==> src/rtl/egress_tag_pkg.sv <==
package egress_tag_pkg;

    localparam int VID_W = 12;

    typedef enum logic [1:0] {
        MODE_UNTAGGED = 2'd0,
        MODE_NATIVE   = 2'd1,
        MODE_RSVD     = 2'd2,
        MODE_ALL      = 2'd3
    } tag_mode_e;

    typedef struct packed {
        tag_mode_e        mode;
        logic             tpid_sel;
        logic [VID_W-1:0] vid;
    } port_cfg_t;

    typedef enum logic {
        PH_PASS = 1'b0,
        PH_TAG  = 1'b1
    } ins_phase_e;

    function automatic logic [15:0] tpid_of(input logic sel, input logic [15:0] alt);
        return sel ? alt : 16'h8100;
    endfunction

endpackage

==> src/rtl/egress_tag_cfg.sv <==
module egress_tag_cfg
    import egress_tag_pkg::*;
#(
    parameter int NUM_PORTS = 8,
    localparam int PW = (NUM_PORTS > 1) ? $clog2(NUM_PORTS) : 1
) (
    input  logic             clk,
    input  logic             rst_n,
    input  logic             wr_en,
    input  logic [PW-1:0]    wr_port,
    input  port_cfg_t        wr_data,
    input  logic [PW-1:0]    rd_port,
    output port_cfg_t        rd_data
);

    port_cfg_t entry_q [NUM_PORTS];

    for (genvar p = 0; p < NUM_PORTS; p++) begin : g_port
        port_cfg_t entry_d;

        always_comb begin
            entry_d = entry_q[p];
            if (wr_en && (wr_port == PW'(p))) begin
                entry_d = wr_data;
            end
        end

        always_ff @(posedge clk) begin
            if (!rst_n) begin
                entry_q[p] <= '{mode: MODE_UNTAGGED, tpid_sel: 1'b0, vid: '0};
            end else begin
                entry_q[p] <= entry_d;
            end
        end
    end

    always_comb begin
        rd_data = entry_q[0];
        for (int p = 0; p < NUM_PORTS; p++) begin
            if (rd_port == PW'(p)) begin
                rd_data = entry_q[p];
            end
        end
    end

endmodule

==> src/rtl/egress_tag_decide.sv <==
module egress_tag_decide
    import egress_tag_pkg::*;
#(
    parameter logic [15:0] ALT_TPID = 16'h88A8
) (
    input  port_cfg_t        cfg,
    input  logic [VID_W-1:0] vid,
    output logic             insert,
    output logic [31:0]      tag
);

    always_comb begin
        unique case (cfg.mode)
            MODE_ALL:    insert = 1'b1;
            MODE_NATIVE: insert = (vid != cfg.vid);
            default:     insert = 1'b0;
        endcase
        tag = {tpid_of(cfg.tpid_sel, ALT_TPID), 4'b0000, vid};
    end

endmodule

==> src/rtl/egress_tag_inserter.sv <==
module egress_tag_inserter
    import egress_tag_pkg::*;
#(
    parameter int HDR_BYTES = 12,
    localparam int CW = $clog2(HDR_BYTES + 1)
) (
    input  logic        clk,
    input  logic        rst_n,
    input  logic        in_valid,
    input  logic [7:0]  in_data,
    input  logic        in_last,
    output logic        in_ready,
    input  logic        dec_insert,
    input  logic [31:0] dec_tag,
    output logic        out_valid,
    output logic [7:0]  out_data,
    output logic        out_last
);

    typedef struct packed {
        ins_phase_e  phase;
        logic [1:0]  k;
        logic [CW-1:0] cnt;
        logic        sof;
        logic        ins;
        logic [31:0] tag;
        logic        ov;
        logic [7:0]  od;
        logic        ol;
    } ins_st_t;

    ins_st_t st_d, st_q;
    logic    accept;
    logic    ins_eff;

    assign in_ready  = (st_q.phase == PH_PASS);
    assign accept    = in_valid && in_ready;
    assign out_valid = st_q.ov;
    assign out_data  = st_q.od;
    assign out_last  = st_q.ol;

    always_comb begin
        st_d    = st_q;
        st_d.ov = 1'b0;
        st_d.ol = 1'b0;
        ins_eff = st_q.sof ? dec_insert : st_q.ins;
        if (st_q.phase == PH_TAG) begin
            st_d.ov = 1'b1;
            unique case (st_q.k)
                2'd0:    st_d.od = st_q.tag[31:24];
                2'd1:    st_d.od = st_q.tag[23:16];
                2'd2:    st_d.od = st_q.tag[15:8];
                default: st_d.od = st_q.tag[7:0];
            endcase
            st_d.k = st_q.k + 2'd1;
            if (st_q.k == 2'd3) begin
                st_d.phase = PH_PASS;
            end
        end else if (accept) begin
            st_d.ov  = 1'b1;
            st_d.od  = in_data;
            st_d.ol  = in_last;
            st_d.sof = in_last;
            if (st_q.sof) begin
                st_d.ins = dec_insert;
                st_d.tag = dec_tag;
            end
            if (in_last) begin
                st_d.cnt = '0;
            end else if (st_q.cnt != CW'(HDR_BYTES)) begin
                st_d.cnt = st_q.cnt + CW'(1);
            end
            if ((st_q.cnt == CW'(HDR_BYTES - 1)) && ins_eff && !in_last) begin
                st_d.phase = PH_TAG;
                st_d.k     = 2'd0;
            end
        end
    end

    always_ff @(posedge clk) begin
        if (!rst_n) begin
            st_q <= '{phase: PH_PASS, k: '0, cnt: '0, sof: 1'b1, ins: 1'b0,
                      tag: '0, ov: 1'b0, od: '0, ol: 1'b0};
        end else begin
            st_q <= st_d;
        end
    end

    AST_TAG_AFTER_DATA: assert property (@(posedge clk) disable iff (!rst_n)
        $fell(in_ready) |-> (out_valid && !out_last));
    AST_HOLD_FOUR: assert property (@(posedge clk) disable iff (!rst_n)
        $rose(in_ready) |-> (!$past(in_ready, 2) && !$past(in_ready, 3) && !$past(in_ready, 4)));
    AST_TAG_STREAM_VALID: assert property (@(posedge clk) disable iff (!rst_n)
        !in_ready |=> out_valid);
    AST_TAG_NOT_LAST: assert property (@(posedge clk) disable iff (!rst_n)
        !in_ready |=> !out_last);

endmodule

==> src/rtl/egress_tag_unit.sv <==
module egress_tag_unit
    import egress_tag_pkg::*;
#(
    parameter int          NUM_PORTS = 8,
    parameter int          HDR_BYTES = 12,
    parameter logic [15:0] ALT_TPID  = 16'h88A8,
    localparam int PW = (NUM_PORTS > 1) ? $clog2(NUM_PORTS) : 1
) (
    input  logic             clk,
    input  logic             rst_n,
    input  logic             cfg_we,
    input  logic [PW-1:0]    cfg_port,
    input  logic [1:0]       cfg_mode,
    input  logic             cfg_tpid_sel,
    input  logic [VID_W-1:0] cfg_vid,
    input  logic [PW-1:0]    in_port,
    input  logic [VID_W-1:0] in_vid,
    input  logic             in_valid,
    input  logic [7:0]       in_data,
    input  logic             in_last,
    output logic             in_ready,
    output logic             out_valid,
    output logic [7:0]       out_data,
    output logic             out_last,
    output logic             dec_insert,
    output logic [31:0]      dec_tag
);

    port_cfg_t wr_entry;
    port_cfg_t sel_entry;

    assign wr_entry = '{mode: tag_mode_e'(cfg_mode), tpid_sel: cfg_tpid_sel, vid: cfg_vid};

    egress_tag_cfg #(.NUM_PORTS(NUM_PORTS)) u_cfg (
        .clk     (clk),
        .rst_n   (rst_n),
        .wr_en   (cfg_we),
        .wr_port (cfg_port),
        .wr_data (wr_entry),
        .rd_port (in_port),
        .rd_data (sel_entry)
    );

    egress_tag_decide #(.ALT_TPID(ALT_TPID)) u_decide (
        .cfg    (sel_entry),
        .vid    (in_vid),
        .insert (dec_insert),
        .tag    (dec_tag)
    );

    egress_tag_inserter #(.HDR_BYTES(HDR_BYTES)) u_ins (
        .clk        (clk),
        .rst_n      (rst_n),
        .in_valid   (in_valid),
        .in_data    (in_data),
        .in_last    (in_last),
        .in_ready   (in_ready),
        .dec_insert (dec_insert),
        .dec_tag    (dec_tag),
        .out_valid  (out_valid),
        .out_data   (out_data),
        .out_last   (out_last)
    );

    AST_TAG_CARRIES_VID: assert property (@(posedge clk) disable iff (!rst_n)
        dec_insert |-> (dec_tag[11:0] == in_vid && dec_tag[15:12] == 4'b0));
    AST_STD_TPID: assert property (@(posedge clk) disable iff (!rst_n)
        (!sel_entry.tpid_sel) |-> (dec_tag[31:16] == 16'h8100));
    AST_NATIVE_EXEMPT: assert property (@(posedge clk) disable iff (!rst_n)
        (sel_entry.mode == MODE_NATIVE && sel_entry.vid == in_vid) |-> !dec_insert);

endmodule

==> config.mk <==
export PLATFORM = sky130hd
export DESIGN_NAME = egress_tag_unit
export DESIGN_NICKNAME = d
export VERILOG_FILES = /design/src/rtl/egress_tag_pkg.sv /design/src/rtl/egress_tag_cfg.sv /design/src/rtl/egress_tag_decide.sv /design/src/rtl/egress_tag_inserter.sv /design/src/rtl/egress_tag_unit.sv
export SDC_FILE = /design/constraint.sdc
export NUM_CORES = 1
export LEC_CHECK = 0
export BUFFER_PORTS_ARGS = -buffer_cell sky130_fd_sc_hd__buf_2
export CAP_MARGIN = 20
export CORE_AREA = 2 2 122 124
export DETAILED_ROUTE_END_ITERATION = 10
export DIE_AREA = 0 0 124 126
export PLACE_DENSITY = 0.8
export SLEW_MARGIN = 15
export SYNTH_ARGS = -nofsm -noshare
export SYNTH_HDL_FRONTEND = slang
export SYNTH_HIERARCHICAL = 1
export SYNTH_SLANG_ARGS = --single-unit
==> constraint.sdc <==
create_clock -name clk -period 5.24 [get_ports clk]
set_input_delay 0.786 -clock clk [delete_from_list [all_inputs] [get_ports clk]]
set_output_delay 0.786 -clock clk [all_outputs]
set_load 0.05 [all_outputs]
---- After elaboration in Yosys (flattened, before gate mapping) ----
Memories as Yosys holds them, arrays and structs flattened.
Index checks and enable logic that the tools add are counted.
W data, S select, Z words.
word-level totals
  word-level logic and storage cells ...... 104
  register bits ........................... 47
  output and inout port bits .............. 44
  memories kept ........................... 1
  RAM bits ................................ 120
operators by class
  reduce and logical (&&, ||, !) cells .... 22
  equality and inequality tests ........... 22
  multiplexer cells ....................... 37
  bitwise logic cells ..................... 11
  add/sub/neg operators ................... 2
memories
  name           words  width  rd ports  clocked after Yosys merged registers in  wr ports  RTL line              text
  u_cfg.entry_q  8      15     8         0                                        8         egress_tag_cfg.sv:16  port_cfg_t entry_q [NUM_PORTS];
operators with widths
  kind                   count
  $mux W15               23
  $mux W51               1
  $mux W33               1
  $eq A3 B3 Y1 const B   8
  $pmux W8 S3            1
  $eq A3 B2 Y1 const B   4
  $mux W12               1
  $ne A12 B12 Y1         1
  $logic_and A1 B1 Y1    11
  $mux W9                1
  $mux W4                2
  $or A1 B1 Y1           8
  $eq A2 B2 Y1 const B   3
  $eq A3 B1 Y1 const B   2
  $mux W3                2
  $reduce_and A3 Y1      2
  $reduce_bool A2 Y1     3
  $add A4 B1 Y4 const B  1
  $eq A2 B1 Y1 const B   2
  $eq A4 B4 Y1 const B   1
  $mux W1                4
  $ne A4 B4 Y1 const B   1
  $reduce_and A2 Y1      2
  $logic_not A3 Y1       1
  other kinds (6)        8

---- Longest topological paths before layout ----
Gate-level depths: netlist of the first run.
  word-level depth ........................ 16
  depth in mapped cells ................... 13
  gate-level depth less buffers ........... 11

---- Modules after synthesis ----
Netlist of the first run, hierarchy kept.
modules (own cells, without submodules)
  module               times used  area each (um2)  cells an instance  seq. area each (um2)
  egress_tag_cfg       1           5,793.1          706                2,402.3
  egress_tag_inserter  1           2,316.0          286                1,021.0
  egress_tag_decide    1           379.1            50                 0.0

---- Least setup slack after synthesis of the first run ----
No wires, ideal clock.
  path type ............................... input port to output port
  start ................................... input in_port[2]
  end ..................................... output dec_insert
  arrival ................................. 2,794 ps
  path slack .............................. 1,660 ps
  data required time ...................... 4,454 ps
  cell stages on the path ................. 10
  path buffers ............................ 3
  cell sequence ........................... buf_2 buf_6 nand2_1 buf_2 o22ai_1 a221oi_1 xor2_1 nor4_1 nand4_1 o41a_1
RTL lines
  item         RTL line               text
  from (decl)  egress_tag_unit.sv:16  input logic [PW-1:0] in_port,
  to (decl)    egress_tag_unit.sv:25  output logic dec_insert,

==> flow_summary.ini, run 1 <==
[global_routing]
antenna_found_initial = 1
grt_first_pass_wirelength_mm = 34.0
grt_max_degree = 138
vias_in_the_first_global_route = 6528
overflow = 0
groute.usage.overall = 0.281

[power]
peakVddDrop_v = 0.000275
net-switching-power_w = 0.000794
clkPwrFrac = 0.431
share_comb_of_total_power = 0.117
p_int_w = 0.00221
power_leakage_nw = 3.32
power_per_cell_area_mw_per_mm2 = 331
sequentialPowerShare = 0.452
swShare = 0.264

[detailed_routing]
avgViaCountPerCell = 5.86
route.vias.total = 7190
drt_iter0_drc = 775
route.antenna.remaining_nets = 0
drt_pass1_iterations = 5
avg_wl_per_cell_um = 17.7
drc_errors = 0
drt_wl_total_mm = 21.7

[yosys]
synthArstFlopShare = 0
flip_flop_and_latch_count_after_synthesis = 171
synthesis.area_mm2 = 0.00849
post-synth-top-area-fraction = 0.403
postSynth.topFlopCell = sky130_fd_sc_hd__dfxtp_1
synth-edff-count = 0
post_synth_inst_count = 1042
synth.avg_cell_area_um2 = 8.15
post_synth_num_cell_types = 54
synth-warning-count = 6
synth_top_cells_by_area = sky130_fd_sc_hd__dfxtp_1 (40%), sky130_fd_sc_hd__nand2_1 (14%), sky130_fd_sc_hd__a21boi_0 (9.7%)
post-synth-top-area-cell = sky130_fd_sc_hd__dfxtp_1
synth-seq-area-share = 0.403

[timing]
timing.final.max_slew_violations = 0
worst-slew-pin-transition_ps = 1000
rsz0062_at_grt = no
worst_clock_skew_ps = 6.91
post_route_worst_hold_slack_ps = 454
timing.slew.headroom = 0.330
post-route-period-util = 0.845
post-route-min-period_ps = 4430
final-hold-violation-count = 0
timing.setup.tns_ps = 0
fmax_ghz = 0.226
setup_violations = 0

[floorplanning]
design.die.area_mm2 = 0.0156
placementRows = 44
pin_count = 90
die_w_um = 124
coreArea_mm2 = 0.0143
die_height_um = 126
initial_core_util = 0.593

[worst_setup_path]
worstReg2RegEnd = u_ins/st_q[49]
cp-start-kind = input pin
worstSetupEndpoint = dec_insert
timing.setup.critical_path_class = input pin to output port
cp_data_required_time_ps = 4450
r2r_setup_slack_ps = 2490
regToRegStartpoint = u_cfg/entry_q[1][33]
critPathArrivalTime_ps = 3640
crit_path_max_fanout = 31
endpoint_kind = output port
worst_setup_sp = in_port[2]
reg2regPathDepth = 11

[clock_tree]
postCtsHoldBufs = 0
cts_setup_buffers = 0
tritoncts_clock_tree = yes
root_buffer = sky130_fd_sc_hd__clkbuf_16
clock_latency_ps = 430
post_cts.resized_instances = 0
cts-root-to-sink-buffers = 2
cts_inserted_buffers = 17
clock_sinks = 171
clkSlewWorstSetupHoldPaths_ps = 60
clock_tree.htree_level_count = 4

[job]
drv_cap = 0

[placed_design]
number_of_buffers_added_on_ports = 74
dp_hpwl_mm = 13.5
detailed_place.area_mm2 = 0.00844
place.gp.congestion = 0.871

[layout]
mostFrequentLayoutCells = sky130_fd_sc_hd__nand2_1 (316), sky130_fd_sc_hd__dfxtp_1 (171), sky130_fd_sc_hd__a21boi_0 (110)
finalInstanceArea_mm2 = 0.00907
num-fill-cells = 1244
antenna-diode-count = 0
final_common_cell = sky130_fd_sc_hd__nand2_1
areaGrowthSynthToFinish_pct = 6.91
nNetsFinal = 1082
layout-drive-gt1-share = 0.135

[worst_hold_path]
hp-class = flip-flop to flip-flop
worst_hold_startpoint = u_cfg/entry_q[0][42]

[run_status]
status = finished clean
==> logic make-up after synthesis <==
kind of cell             count (synthesis)  share of synthesized area
AO/OA/AOI/OAI                          265                      0.218
XOR/XNOR                                12                     0.0124
adder cells (fa/ha/maj)                  7                     0.0103
buffers and inverters                  143                     0.0954
flip-flops                             171                      0.403
multiplexers                            45                     0.0593
other                                    2                   0.000885
AND/OR/NAND/NOR                        397                      0.201
==> routing by layer <==
layer / GRT usage / up-vias / wire length [um]
met5: 0 / - / 16
met4: 0.0965 / 2 / 560
met3: 0.0593 / 40 / 1500
met2: 0.453 / 311 / 10300
met1: 0.372 / 3408 / 9330
li1: - / 3429 / -
==> through the flow <==
step                      setup slack (ps)  total power, W  instances   util
after floorplan                       1660         0.00168       1055      -
after global placement                 984         0.00173       1193  0.590
after detailed placement               899         0.00173       1193  0.590
after CTS                              881         0.00301       1225  0.632
after global routing                   603         0.00310       1226  0.634
final                                  812         0.00301       1226  0.634
==> registers in the layout, indices dropped and copies added (netlist names) <==
signal,count
u_cfg/entry_q,120
u_ins/out_data,8
u_ins/out_last,1
u_ins/out_valid,1
u_ins/st_q,41
==> Yosys cell counts (all sizes together) (6+ instances only) <==
cell type  instances
nor2              27
clkbuf            34
a221oi            13
mux2i             30
dfxtp            171
xnor2              7
o22ai             16
mux2              12
nand2b             6
o21ai             17
o21bai             6
o21a               9
nand3             23
a22o               8
inv               17
buf               92
a21boi           121
ha                 7
a21oi             49
o2bb2ai            6
a22oi             14
nand2            317
==> power groups by stage <==
stage	Clock (W)	Sequential, W	Combinational (W)
after floorplan	0	0.00139	0.000292
after global placement	0	0.00139	0.000338
after detailed placement	0	0.00139	0.000343
after CTS	0.00130	0.00136	0.000345
after global routing	0.00136	0.00136	0.000381
final	0.00130	0.00136	0.000351
==> how the worst min path moves through the flow <==
stage / end / slack (ps) / cells past startpoint
after floorplan: u_cfg/entry_q[0][41] / 430 / 2
after global placement: u_cfg/entry_q[0][37] / 440 / 2
after detailed placement: u_cfg/entry_q[0][42] / 450 / 2
after CTS: u_cfg/entry_q[0][42] / 450 / 2
after global routing: u_cfg/entry_q[0][42] / 470 / 2
final: u_cfg/entry_q[0][42] / 450 / 2
==> worst max-delay path, cell delays in order <==
cell                       delay (ps)
sky130_fd_sc_hd__buf_2            520
sky130_fd_sc_hd__nand2_1          560
sky130_fd_sc_hd__o22ai_1          370
sky130_fd_sc_hd__a221oi_1         130
sky130_fd_sc_hd__xor2_1           180
sky130_fd_sc_hd__nor4_1           290
sky130_fd_sc_hd__nand4_1          150
sky130_fd_sc_hd__o41a_1           400
sky130_fd_sc_hd__buf_2            240
==> layout make-up <==
class | instances | area, um2 | share of cell area
multi-input cells | 741 | 4300 | 0.474
clock inverters | 13 | 165 | 0.0182
repair buffers | 81 | 445 | 0.0491
flip-flops and latches | 171 | 3420 | 0.377
inverters | 17 | 63.8 | 0.00703
well taps | 184 | 230 | 0.0254
clock buffers | 19 | 443 | 0.0488
Power figures use the tool's default switching activity.
==> inputs of run 2 (changes only) <==
- CORE_AREA: 2 2 122 124 -> 2 2 123 125
- DIE_AREA: 0 0 124 126 -> 0 0 125 127
- PLACE_DENSITY: 0.8 -> 0.79
- clock period: 5.24 -> 4.57 ns (I/O delays scaled with it)
==> run 2 against run 1 <==
  * Final area rose by 0.19%
  * Via count fell by 0.19%
  * Core utilization fell by 0.36 points
  * Largest cell class unchanged
==> flow_summary.ini, run 2 (synthesized netlist as in run 1, its figures left out) <==
[run_status]
status = finished clean

[layout]
footprint_of_the_multi_input_gates_mm2 = 0.00430
largest_register = u_cfg/entry_q
final_common_cell = sky130_fd_sc_hd__nand2_1
finalInstanceArea_mm2 = 0.00909
num-fill-cells = 1243
mostFrequentLayoutCells = sky130_fd_sc_hd__nand2_1 (316), sky130_fd_sc_hd__dfxtp_1 (171), sky130_fd_sc_hd__a21boi_0 (110)
antenna-diode-count = 0
layout.core_utilization = 0.630
sequential_cell_area_mm2 = 0.00342
layout-drive-gt1-share = 0.138
areaGrowthSynthToFinish_pct = 7.12
nNetsFinal = 1085
largest_register_ffs = 120

[timing]
final-hold-violation-count = 0
timing.final.max_slew_violations = 0
post-route-min-period_ps = 3970
timing.slew.headroom = 0.308
worst_clock_skew_ps = 6.41
timing.setup.tns_ps = 0
worst-slew-pin-transition_ps = 1040
fmax_ghz = 0.252
rsz0062_at_grt = no
setup_violations = 0
post-route-period-util = 0.869

[worst_setup_path]
worstReg2RegEnd = u_ins/st_q[49]
cp_data_required_time_ps = 3880
cpMostUsedCell = sky130_fd_sc_hd__buf_2
cp_cell_sequence = buf_2 -> mux2_2 -> o22ai_1 -> a22oi_1 -> o2bb2ai_1 -> xor2_1 -> nor4_1 -> nand4_1 -> o41a_1 -> buf_2
r2r_setup_slack_ps = 1840
crit_path_max_fanout = 31
critPathArrivalTime_ps = 3290
reg2regPathDepth = 11
crit_path_top_delay_cell = sky130_fd_sc_hd__buf_2
crit_buf_inv = 2
timing.critical_path.depth = 10
worstSetupEndpoint = dec_insert
cp-start-kind = input pin
timing.setup.critical_path_class = input pin to output port
regToRegStartpoint = u_cfg/entry_q[1][33]
slowest_delay_ps = 510
worst_setup_sp = in_port[2]
critical_path.top_delay_family = compound AO/OA/AOI/OAI gates
endpoint_kind = output port

[job]
drv_cap = 0

[floorplanning]
placementRows = 44
coreArea_mm2 = 0.0144
design.die.area_mm2 = 0.0159
initial_core_util = 0.588
die_w_um = 125
die_height_um = 127
pin_count = 90

[power]
power_per_cell_area_mw_per_mm2 = 381
power_leakage_nw = 3.33
peakVddDrop_v = 0.000243

[detailed_routing]
route.vias.total = 7176
route.antenna.remaining_nets = 0
avgViaCountPerCell = 5.84
avg_wl_per_cell_um = 18.0
drt_pass1_iterations = 6
drc_errors = 0
drt_iter0_drc = 807
drt_wl_total_mm = 22.1

[clock_tree]
clkSlewWorstSetupHoldPaths_ps = 60
root_buffer = sky130_fd_sc_hd__clkbuf_16
clock_sinks = 171
cts_inserted_buffers = 17
postCtsHoldBufs = 0
cts_setup_buffers = 0
clock_tree.htree_level_count = 4
post_cts.resized_instances = 0
clock_latency_ps = 430
tritoncts_clock_tree = yes
cts-root-to-sink-buffers = 2

[global_routing]
overflow = 0
antenna_found_initial = 0
groute.usage.overall = 0.282
grt_max_degree = 84
grt_first_pass_wirelength_mm = 35.5
vias_in_the_first_global_route = 6852

[placed_design]
place.gp.congestion = 0.903
number_of_buffers_added_on_ports = 74
dp_hpwl_mm = 14.1
detailed_place.area_mm2 = 0.00847

[worst_hold_path]
hp-class = flip-flop to flip-flop
[run 2: changes by cell type in the layout (fill, tap and decap cells not counted)]
cell                       previous run  this run
sky130_fd_sc_hd__buf_4                7        11
sky130_fd_sc_hd__inv_6                3         0
sky130_fd_sc_hd__clkbuf_8             1         4
sky130_fd_sc_hd__buf_16               1         0
[run 2: layer usage]
metal,track usage,part of all wire,wire (um)
met1,0.371,0.43,9410
met2,0.458,0.46,10200
met3,0.0603,0.084,1860
met4,0.106,0.027,599
met5,0,0,0
[run 2: where the power goes]
group | internal [W] | switching (W)
logic | 0.000126 | 0.000275
clock network | 0.000916 | 0.000589
registers | 0.00154 | 0.0000262
[run 2: worst min path at each step]
| stage | startpoint | endpoint | slack (ps) | cells past startpoint |
|---|---|---|---|---|
| 2_1_floorplan | u_cfg/entry_q[0][41] | u_cfg/entry_q[0][41] | 430 | 2 |
| 3_3_place_gp | u_ins/st_q[31] | u_ins/st_q[31] | 440 | 2 |
| 3_5_place_dp | u_ins/st_q[42] | u_ins/st_q[42] | 450 | 2 |
| 4_1_cts | u_ins/st_q[20] | u_ins/st_q[20] | 460 | 2 |
| 5_1_grt | u_ins/st_q[16] | u_ins/st_q[16] | 470 | 2 |
| 6_report | u_ins/st_q[14] | u_ins/st_q[14] | 460 | 2 |
[run 2: worst min-delay path: stages (launching register included)]
cell and delay (ps):
sky130_fd_sc_hd__dfxtp_1 310, sky130_fd_sc_hd__nand2_1 50, sky130_fd_sc_hd__a21oi_1 50
[run 2: area by class of cell]
class | instances | share of cell area
Multi-Input combinational cell | 741 | 0.473
Sequential cell | 171 | 0.376
Clock buffer | 22 | 0.0533
Timing Repair Buffer | 84 | 0.0493
Tap cell | 184 | 0.0253
Clock inverter | 10 | 0.0153
Inverter | 17 | 0.00702
[run 2: metrics by stage]
step | setup WS, ps | std cells | total power (W) | hold slack (ps)
after floorplan | 1190 | 1055 | 0.00192 | 432
after global placement | 662 | 1197 | 0.00198 | 443
after detailed placement | 672 | 1197 | 0.00199 | 447
after CTS | 653 | 1229 | 0.00348 | 457
after global routing | 432 | 1229 | 0.00359 | 473
final | 597 | 1229 | 0.00347 | 457
==> inputs of run 3 (changes only) <==
- PLACE_DENSITY: 0.79 -> 0.77
==> run 3 against run 2 <==
  * Clock skew rose by 0.53 ps
  * Total power up 2.4%
  * Sequential power barely moved
  * Setup slack lost 22 ps
  * Flip-flop and latch count stayed put
  * Critical endpoint unchanged
  * Clock power increased by 5%
  * Critical path depth is 1 higher
  * Sequential share of layout area shrank 0.11 points
  * Largest power group is now clock
  * Global-route usage is 0.60 points lower
  * Worst hold slack worse by 2.4 ps
  * Core utilization rose by 0.19 points
  * Combinational power about the same
==> flow_summary.ini, run 3 (synthesized netlist as in run 1, its figures left out) <==
[run_status]
status = finished clean

[detailed_routing]
route.antenna.remaining_nets = 0
route.vias.total = 7189
drt_wl_total_mm = 22.1
avgViaCountPerCell = 5.85
drt_iter0_drc = 636
drt_pass1_iterations = 5
avg_wl_per_cell_um = 18.0
drc_errors = 0

[clock_tree]
root_buffer = sky130_fd_sc_hd__clkbuf_16
cts_setup_buffers = 0
cts_inserted_buffers = 17
tritoncts_clock_tree = yes
cts-root-to-sink-buffers = 2
clkSlewWorstSetupHoldPaths_ps = 60
clock_sinks = 171
clock_latency_ps = 430
post_cts.resized_instances = 0
clock_tree.htree_level_count = 4
postCtsHoldBufs = 0

[layout]
num-fill-cells = 1254
final_common_cell = sky130_fd_sc_hd__nand2_1
layout-drive-gt1-share = 0.136
mostFrequentLayoutCells = sky130_fd_sc_hd__nand2_1 (316), sky130_fd_sc_hd__dfxtp_1 (171), sky130_fd_sc_hd__a21boi_0 (110)
areaGrowthSynthToFinish_pct = 7.44
largest_register_ffs = 120
antenna-diode-count = 0
largest_register = u_cfg/entry_q
nNetsFinal = 1085

[timing]
setup_violations = 0
worst-slew-pin-transition_ps = 939
fmax_ghz = 0.250
worst_clock_skew_ps = 6.94
timing.slew.headroom = 0.373
post-route-min-period_ps = 3990
rsz0062_at_grt = no
timing.setup.tns_ps = 0
post-route-period-util = 0.874
timing.final.max_slew_violations = 0
post_route_worst_hold_slack_ps = 454
final-hold-violation-count = 0

[floorplanning]
die_w_um = 125
die_height_um = 127
pin_count = 90
placementRows = 44
design.die.area_mm2 = 0.0159
initial_core_util = 0.588
coreArea_mm2 = 0.0144

[power]
total_power_w = 0.00355
sequentialPowerShare = 0.440
net-switching-power_w = 0.000893
swShare = 0.251
clkPwrFrac = 0.447
share_comb_of_total_power = 0.114
p_int_w = 0.00266
power_leakage_nw = 3.36
power_per_cell_area_mw_per_mm2 = 390
peakVddDrop_v = 0.000287

[worst_setup_path]
r2r_setup_slack_ps = 1750
cp-start-kind = input pin
regToRegStartpoint = u_cfg/entry_q[1][31]
critPathArrivalTime_ps = 3310
endpoint_kind = output port
cp_data_required_time_ps = 3880
reg2regPathDepth = 11
worstReg2RegEnd = u_ins/st_q[49]
timing.setup.critical_path_class = input pin to output port
crit_path_max_fanout = 21

[global_routing]
groute.usage.overall = 0.275
overflow = 0
vias_in_the_first_global_route = 6472
grt_first_pass_wirelength_mm = 34.8
grt_max_degree = 102
antenna_found_initial = 0

[placed_design]
dp_hpwl_mm = 14.3
number_of_buffers_added_on_ports = 74
place.gp.congestion = 0.846

[worst_hold_path]
worst_hold_startpoint = u_cfg/entry_q[0][38]
hp-class = flip-flop to flip-flop
hold_path_depth = 2
hold_path_endpoint = u_cfg/entry_q[0][38]

[job]
drv_cap = 0
==> run 3: changes by cell type in the layout (fill, tap and decap cells not counted), sizes merged <==
cell      previous run  this run
clkinvlp             4         0
bufinv               3         5
clkinv               3         5
clkbuf              22        21
==> run 3: cell type report <==
type / count / area, um2 / share of cell area
well taps: 184 / 230 / 0.0252
clock inverters: 10 / 190 / 0.0209
multi-input cells: 741 / 4300 / 0.472
clock buffers: 21 / 460 / 0.0505
repair buffers: 84 / 448 / 0.0491
flip-flops and latches: 171 / 3420 / 0.375
inverters: 17 / 63.8 / 0.00700
==> run 3: per-layer routing <==
| metal | global-route usage | part of all wire | up-vias |
|---|---|---|---|
| met5 | 0 | 0 | - |
| li1 | - | - | 3444 |
| met1 | 0.366 | 0.43 | 3412 |
| met2 | 0.450 | 0.47 | 294 |
| met3 | 0.0494 | 0.070 | 39 |
| met4 | 0.108 | 0.024 | 0 |
==> run 3: per-stage QoR <==
| stage | setup WS [ps] | instances | instance area [um2] | util |
|---|---|---|---|---|
| after floorplan | 1190 | 1055 | 8540 | - |
| after global placement | 628 | 1197 | 8470 | 0.587 |
| after detailed placement | 626 | 1197 | 8470 | 0.587 |
| after CTS | 612 | 1228 | 9120 | 0.632 |
| after global routing | 349 | 1228 | 9120 | 0.632 |
| final | 575 | 1228 | 9120 | 0.632 |
==> run 3: worst max-delay path by stage <==
stage | startpoint | to | slack, ps | depth (start not counted)
detailed placement | in_port[2] | dec_insert | 630 | 11
floorplan | in_port[2] | dec_insert | 1190 | 10
finish | in_port[2] | dec_insert | 580 | 11
global placement | in_port[2] | dec_insert | 630 | 11
global route | in_port[2] | dec_insert | 350 | 11
CTS | in_port[2] | dec_insert | 610 | 11
==> run 3: power by group through the flow <==
| stage | clock, W | sequential (W) | combinational (W) |
|---|---|---|---|
| 3_5_place_dp | 0 | 0.00159 | 0.000396 |
| 5_1_grt | 0.00166 | 0.00157 | 0.000435 |
| 4_1_cts | 0.00160 | 0.00156 | 0.000398 |
| 6_report | 0.00159 | 0.00156 | 0.000403 |
| 3_3_place_gp | 0 | 0.00159 | 0.000390 |
| 2_1_floorplan | 0 | 0.00159 | 0.000335 |
==> run 3: critical path, stage by stage <==
cell and delay [ps]:
sky130_fd_sc_hd__buf_2 390, sky130_fd_sc_hd__buf_4 300, sky130_fd_sc_hd__mux2_2 350, sky130_fd_sc_hd__o22ai_1 150, sky130_fd_sc_hd__a22oi_1 110, sky130_fd_sc_hd__o2bb2ai_1 150
sky130_fd_sc_hd__xor2_1 190, sky130_fd_sc_hd__nor4_1 170, sky130_fd_sc_hd__nand4_1 130, sky130_fd_sc_hd__o41a_1 410, sky130_fd_sc_hd__buf_2 250
